===== src/rtl/msad_pkg.sv =====
// Package msad_pkg
// Shared byte type and the absolute-difference helper for the sliding
// SAD unit. Assumes unsigned 8-bit samples throughout.
package msad_pkg;

    localparam int BYTE_W = 8;

    typedef logic [BYTE_W-1:0] sample_t;

    // Unsigned absolute difference of two samples; the result always fits in a sample.
    function automatic sample_t abs_diff(input sample_t a, input sample_t b);
        return (a > b) ? sample_t'(a - b) : sample_t'(b - a);
    endfunction

endpackage


===== src/rtl/msad_operand_select.sv =====
// Module msad_operand_select
// Purely combinational. Extracts the GROUP-byte candidate group (one
// GROUP-byte word chosen by sel[1:0]) and the WIN-byte reference strip
// (starting at byte 0 or byte GROUP, chosen by sel[2]).
// Assumes OP_BYTES >= 4*GROUP and OP_BYTES >= GROUP+WIN, true for defaults.
module msad_operand_select
    import msad_pkg::*;
#(
    parameter int OP_BYTES = 16,
    parameter int GROUP    = 4,
    parameter int LANES    = 8,
    localparam int WIN     = LANES + GROUP - 1,
    localparam int OP_W    = OP_BYTES * BYTE_W,
    localparam int GRP_W   = GROUP * BYTE_W
) (
    input  logic [OP_W-1:0]                ref_op,
    input  logic [OP_W-1:0]                cand_op,
    input  logic [2:0]                     sel,
    output logic [WIN-1:0][BYTE_W-1:0]     strip,
    output logic [GROUP-1:0][BYTE_W-1:0]   group
);

    logic [GRP_W-1:0] group_word;

    // Pick the candidate word addressed by sel[1:0].
    always_comb begin
        group_word = cand_op[int'(sel[1:0]) * GRP_W +: GRP_W];
    end

    genvar gi;
    generate
        for (gi = 0; gi < GROUP; gi++) begin : g_group
            assign group[gi] = group_word[gi*BYTE_W +: BYTE_W];
        end
        for (gi = 0; gi < WIN; gi++) begin : g_strip
            // Strip byte gi comes from reference byte gi or gi+GROUP.
            assign strip[gi] = sel[2] ? ref_op[(gi + GROUP)*BYTE_W +: BYTE_W]
                                      : ref_op[gi*BYTE_W +: BYTE_W];
        end
    endgenerate

endmodule


===== src/rtl/msad_absdiff_stage.sv =====
// Module msad_absdiff_stage
// Pipeline stage 1. Forms the LANES x GROUP absolute differences between
// shifted strip bytes and group bytes and registers them. Data registers
// load only on a valid request; only the valid flag is reset.
module msad_absdiff_stage
    import msad_pkg::*;
#(
    parameter int GROUP = 4,
    parameter int LANES = 8,
    localparam int WIN  = LANES + GROUP - 1
) (
    input  logic                                       clk,
    input  logic                                       rst_n,
    input  logic                                       in_valid,
    input  logic [WIN-1:0][BYTE_W-1:0]                 strip,
    input  logic [GROUP-1:0][BYTE_W-1:0]               group,
    output logic                                       diff_valid,
    output logic [LANES-1:0][GROUP-1:0][BYTE_W-1:0]    diff_q
);

    // Stage-1 valid flag, cleared by synchronous reset.
    always_ff @(posedge clk) begin
        if (!rst_n) diff_valid <= 1'b0;
        else        diff_valid <= in_valid;
    end

    genvar k, j;
    generate
        for (k = 0; k < LANES; k++) begin : g_lane
            for (j = 0; j < GROUP; j++) begin : g_tap
                // Capture |strip[k+j] - group[j]| for an accepted request.
                always_ff @(posedge clk) begin
                    if (in_valid) diff_q[k][j] <= abs_diff(strip[k+j], group[j]);
                end
            end
        end
    endgenerate

endmodule


===== src/rtl/msad_lane_adder.sv =====
// Module msad_lane_adder
// Pipeline stage 2. Adds the GROUP differences of each lane and registers
// the LANES totals, zero-extended to LANE_W bits in the packed result.
// Assumes LANE_W >= SUM_W.
module msad_lane_adder
    import msad_pkg::*;
#(
    parameter int GROUP  = 4,
    parameter int LANES  = 8,
    parameter int LANE_W = 16,
    localparam int SUM_W = $clog2(GROUP * ((1 << BYTE_W) - 1) + 1)
) (
    input  logic                                       clk,
    input  logic                                       rst_n,
    input  logic                                       diff_valid,
    input  logic [LANES-1:0][GROUP-1:0][BYTE_W-1:0]    diff_q,
    output logic                                       out_valid,
    output logic [LANES*LANE_W-1:0]                    sad_lanes
);

    logic [LANES-1:0][SUM_W-1:0] lane_sum_d;
    logic [LANES-1:0][SUM_W-1:0] lane_sum_q;

    // Sum the differences belonging to each lane.
    always_comb begin
        for (int k = 0; k < LANES; k++) begin
            lane_sum_d[k] = '0;
            for (int j = 0; j < GROUP; j++) begin
                lane_sum_d[k] = lane_sum_d[k] + SUM_W'(diff_q[k][j]);
            end
        end
    end

    // Stage-2 valid flag, cleared by synchronous reset.
    always_ff @(posedge clk) begin
        if (!rst_n) out_valid <= 1'b0;
        else        out_valid <= diff_valid;
    end

    // Register lane totals when stage 1 holds a request.
    always_ff @(posedge clk) begin
        if (diff_valid) lane_sum_q <= lane_sum_d;
    end

    genvar k;
    generate
        for (k = 0; k < LANES; k++) begin : g_pack
            assign sad_lanes[k*LANE_W +: LANE_W] = {{(LANE_W-SUM_W){1'b0}}, lane_sum_q[k]};
        end
    endgenerate

endmodule


===== src/rtl/msad_slide_unit.sv =====
// Module msad_slide_unit
// Top level of the sliding-window multi-SAD unit: operand selection,
// a registered difference stage and a registered lane-sum stage.
// Latency is two cycles and one request is accepted per cycle.
// Synchronous active-low reset clears only the valid pipeline.
module msad_slide_unit
    import msad_pkg::*;
#(
    parameter int OP_BYTES = 16,
    parameter int GROUP    = 4,
    parameter int LANES    = 8,
    parameter int LANE_W   = 16,
    localparam int WIN     = LANES + GROUP - 1,
    localparam int OP_W    = OP_BYTES * BYTE_W,
    localparam int RES_W   = LANES * LANE_W
) (
    input  logic              clk,
    input  logic              rst_n,
    input  logic              in_valid,
    input  logic [OP_W-1:0]   ref_op,
    input  logic [OP_W-1:0]   cand_op,
    input  logic [2:0]        sel,
    output logic              out_valid,
    output logic [RES_W-1:0]  sad_lanes
);

    logic [WIN-1:0][BYTE_W-1:0]              strip;
    logic [GROUP-1:0][BYTE_W-1:0]            group;
    logic                                    diff_valid;
    logic [LANES-1:0][GROUP-1:0][BYTE_W-1:0] diff_q;

    msad_operand_select #(
        .OP_BYTES (OP_BYTES),
        .GROUP    (GROUP),
        .LANES    (LANES)
    ) u_select (
        .ref_op   (ref_op),
        .cand_op  (cand_op),
        .sel      (sel),
        .strip    (strip),
        .group    (group)
    );

    msad_absdiff_stage #(
        .GROUP      (GROUP),
        .LANES      (LANES)
    ) u_diff (
        .clk        (clk),
        .rst_n      (rst_n),
        .in_valid   (in_valid),
        .strip      (strip),
        .group      (group),
        .diff_valid (diff_valid),
        .diff_q     (diff_q)
    );

    msad_lane_adder #(
        .GROUP      (GROUP),
        .LANES      (LANES),
        .LANE_W     (LANE_W)
    ) u_sum (
        .clk        (clk),
        .rst_n      (rst_n),
        .diff_valid (diff_valid),
        .diff_q     (diff_q),
        .out_valid  (out_valid),
        .sad_lanes  (sad_lanes)
    );

endmodule


===== config.mk =====
export PLATFORM = sky130hd
export DESIGN_NAME = msad_slide_unit
export DESIGN_NICKNAME = d
export VERILOG_FILES = /design/src/rtl/msad_pkg.sv /design/src/rtl/msad_operand_select.sv /design/src/rtl/msad_absdiff_stage.sv /design/src/rtl/msad_lane_adder.sv /design/src/rtl/msad_slide_unit.sv
export SDC_FILE = /design/constraint.sdc
export NUM_CORES = 2
export LEC_CHECK = 0
export BUFFER_PORTS_ARGS = -buffer_cell sky130_fd_sc_hd__buf_2
export CORE_ASPECT_RATIO = 1.5
export CORE_MARGIN = 5
export CORE_UTILIZATION = 35
export DETAILED_ROUTE_END_ITERATION = 8
export SYNTH_ARGS = -nofsm -noshare
export SYNTH_HDL_FRONTEND = slang
export SYNTH_SLANG_ARGS = --single-unit

===== constraint.sdc =====
create_clock -name clk -period 8.45 [get_ports clk]
set_input_delay 0.845 -clock clk [delete_from_list [all_inputs] [get_ports clk]]
set_output_delay 0.845 -clock clk [all_outputs]
set_load 0.01 [all_outputs]

==> results.cfg <==
[outcome]
outcome = complete, no violations

[detailed_routing]
drtIter0Drc = 2022
number_of_vias_after_detailed_routing = 29100
drt_pre_antenna_iters = 6
postRouteAntennaNets = 0
wl_met3_um = 7850
total_wire_length_after_detailed_routing_um = 144000
route.detailed.drc = 0
drt-met1-wl_um = 54300
wl_per_cell_um = 26.7
viasPerCell = 5.41
topRoutingLayerUsed = met4
wl_met2_um = 69800

[synth]
avg_inst_size_synth_um2 = 10.4
synth-main-ff-cell = edfxtp_1
post_synth_inst_count = 3569
synthesis.area_um2 = 37200
yosysUniqueCellTypes = 57
synth-seq-area-share_pct = 27.2
yosysWarningCount = 0
synth-edff-count = 336
synth-seq-cells = 338
synthArstFlopShare_pct = 0

[floorplan]
floorplan.initialDensity_pct = 35.3
floorplan.die.width_um = 276
die-area_um2 = 113000
core.rowCount = 146
dieHeight_um = 410
core_um2 = 106000
top_level_ports = 391

[pwr]
portion_of_total_power_attributed_to_sequential_cells_pct = 22.7
combPwrFrac_pct = 64.4
power.share.switching_pct = 44.3
power.switching_mw = 6.29
clock_power_share_pct = 12.9
cellInternalPower_mw = 7.92
design_power_total_mw = 14.2
vdd.ir_drop.worst_mv = 0.211
power.density_cell_area_nw_per_um2 = 338
power.static_leakage_nw = 20.1

[setup_path]
timing.critical_path.to_type = register
path_buf_inv = 3
crit_path_start_kind = input pin
timing_worst_setup_path_type = input pin to register
critical_path_peak_fanout = 32
worst-endpoint-arrival_ns = 5.09
crit_family = buffers and inverters
critical_path_required_time_ns = 8.87
critPathSlowestCell = mux4_2
path_cells = buf_2 > buf_4 > mux4_2 > inv_1 > ha_1 > nor2b_1 > o21ai_1 > a21oi_1 > o41ai_4 > mux2i_1 > xor2_1
critical-path-max-stage-delay_ns = 0.87

[clock_tree]
cts-resized-gates = 0
cts-root-buf = clkbuf_16
clock_tree_from_tritoncts = built
cts_hold_buffers = 0
worst_setup_hold_path_clk_slew_ns = 0.07
htree_levels = 2
cts_made_buffers = 39
clk_path_buf_depth = 3
cts.sink_count = 338
worstSkewPairLatency_ns = 0.60
postCtsSetupBuffers = 0

[sta]
final.min_clock_period_ns = 4.67
clock_skew_ns = 0.0249
fmax_ghz = 0.214
setup_tns_ns = 0
setup_viol = 0
hold_viol_final = 0
tightestPinTransition_ns = 1.17
setup_slack_ns = 3.78
slew_headroom_pct = 19.8
final-max-slew-violation-count = 0
rsz0062_at_grt = false
layout_worst_path_cycle_share_pct = 55.3
hold_ws_ns = 0.491

[placed_design]
gp_congestion = 0.979
numPortBuffers = 334
detailedPlace.worstSlack_ns = 3.23
dpl-instance-area_um2 = 40700
place.detailed.hpwl_um = 114000
placed_cells = 5304

[layout]
layout-drive-gt1-share_pct = 13.8
layout.cells.most_common = ha_1
areaGrowthSynthToFinish_pct = 12.9
layoutNonFillerInstCount = 5384
final_design_area_no_fill_um2 = 42000
nNetsFinal = 4953
layout.cells.most_common_list = ha_1, inv_1, edfxtp_1
final_core_occ_pct = 39.8

[global_route]
track_usage_pct = 24.4
pin_count_of_the_biggest_net_entering_global_routing = 68
global_route.overflow_total = 0
first_global_vias = 30000
grt_antenna_before_repair = 10
grt_first_pass_wirelength_um = 203000

[flow_run]
maxCapViolations = 0

[min_path]
hold_class = input pin to register
[kinds of logic after synthesis]
group                    Yosys count  synth area share (%)
AO/OA/AOI/OAI                    839                  14.6
adder cells (fa/ha/maj)          752                  28.2
buffers and inverters            525                  5.81
AND/OR/NAND/NOR                  507                  7.76
flip-flops                       338                  27.2
multiplexers                     326                  9.89
XOR/XNOR                         281                  6.61
other                              1                0.0101
[flip-flops by register name, summed over array words and instances (netlist names)]
name	count
u_sum.out_valid	1
u_diff.diff_valid	1
u_diff.diff_q	256
u_sum.sad_lanes	80
[synth_stat cells (28+ instances only)]
| cell type | instances | area share [%] |
|---|---|---|
| ha_1 | 608 | 20 |
| a221oi_1 | 36 | 0.85 |
| clkbuf_1 | 42 | 0.42 |
| edfxtp_1 | 336 | 27 |
| buf_4 | 48 | 0.97 |
| fa_1 | 144 | 7.7 |
| and4_1 | 44 | 1.0 |
| a21o_1 | 142 | 2.9 |
| nor2_1 | 79 | 0.80 |
| xnor2_1 | 108 | 2.5 |
| nor2b_1 | 140 | 2.4 |
| a31oi_1 | 90 | 1.5 |
| xor2_1 | 173 | 4.1 |
| o21ai_0 | 172 | 2.3 |
| inv_1 | 421 | 4.2 |
| mux4_2 | 32 | 1.9 |
| o21a_1 | 28 | 0.56 |
| o21bai_1 | 29 | 0.58 |
| mux2i_1 | 278 | 7.5 |
| a21boi_0 | 40 | 0.81 |
| nand2_1 | 69 | 0.70 |
| nand2b_1 | 110 | 1.8 |
| a21oi_1 | 200 | 2.7 |
[power groups by stage]
stage,clock (mW),combinational (mW),sequential (mW)
floorplan,0,6.49,3.30
global placement,0,9.10,3.26
detailed placement,0,9.15,3.26
CTS,1.88,9.22,3.24
global route,1.93,10.3,3.28
finish,1.83,9.15,3.22
[per-layer routing]
metal | global-route usage [%] | up-vias
li1 | - | 13400
met1 | 27.7 | 14100
met2 | 42.7 | 1213
met3 | 3.31 | 413
met4 | 16.2 | 0
met5 | 0 | -
[worst paths after layout]
kind	startpoint	endpoint	slack, ns	cells after the start
worst min-delay path	rst_n	u_diff.diff_valid	0.49	2
worst max register to register	u_diff.diff_q[32]	u_sum.sad_lanes[23]	4.81	12
worst min register to register	u_diff.diff_q[216]	u_sum.sad_lanes[96]	0.62	1
worst max-delay path	sel[0]	u_diff.diff_q[6]	3.78	11
[final cells by class]
| cell class | instances | area (um^2) |
|---|---|---|
| clock buffer | 44 | 1020 |
| timing repair buffer | 386 | 2080 |
| sequential | 338 | 10100 |
| multi-input combinational | 2753 | 25100 |
| inverter | 421 | 1580 |
| antenna | 9 | 22.5 |
| fill | 10400 | 63500 |
| clock inverter | 27 | 310 |
| tap | 1406 | 1760 |
No activity file was read; power rests on OpenSTA's default activity.
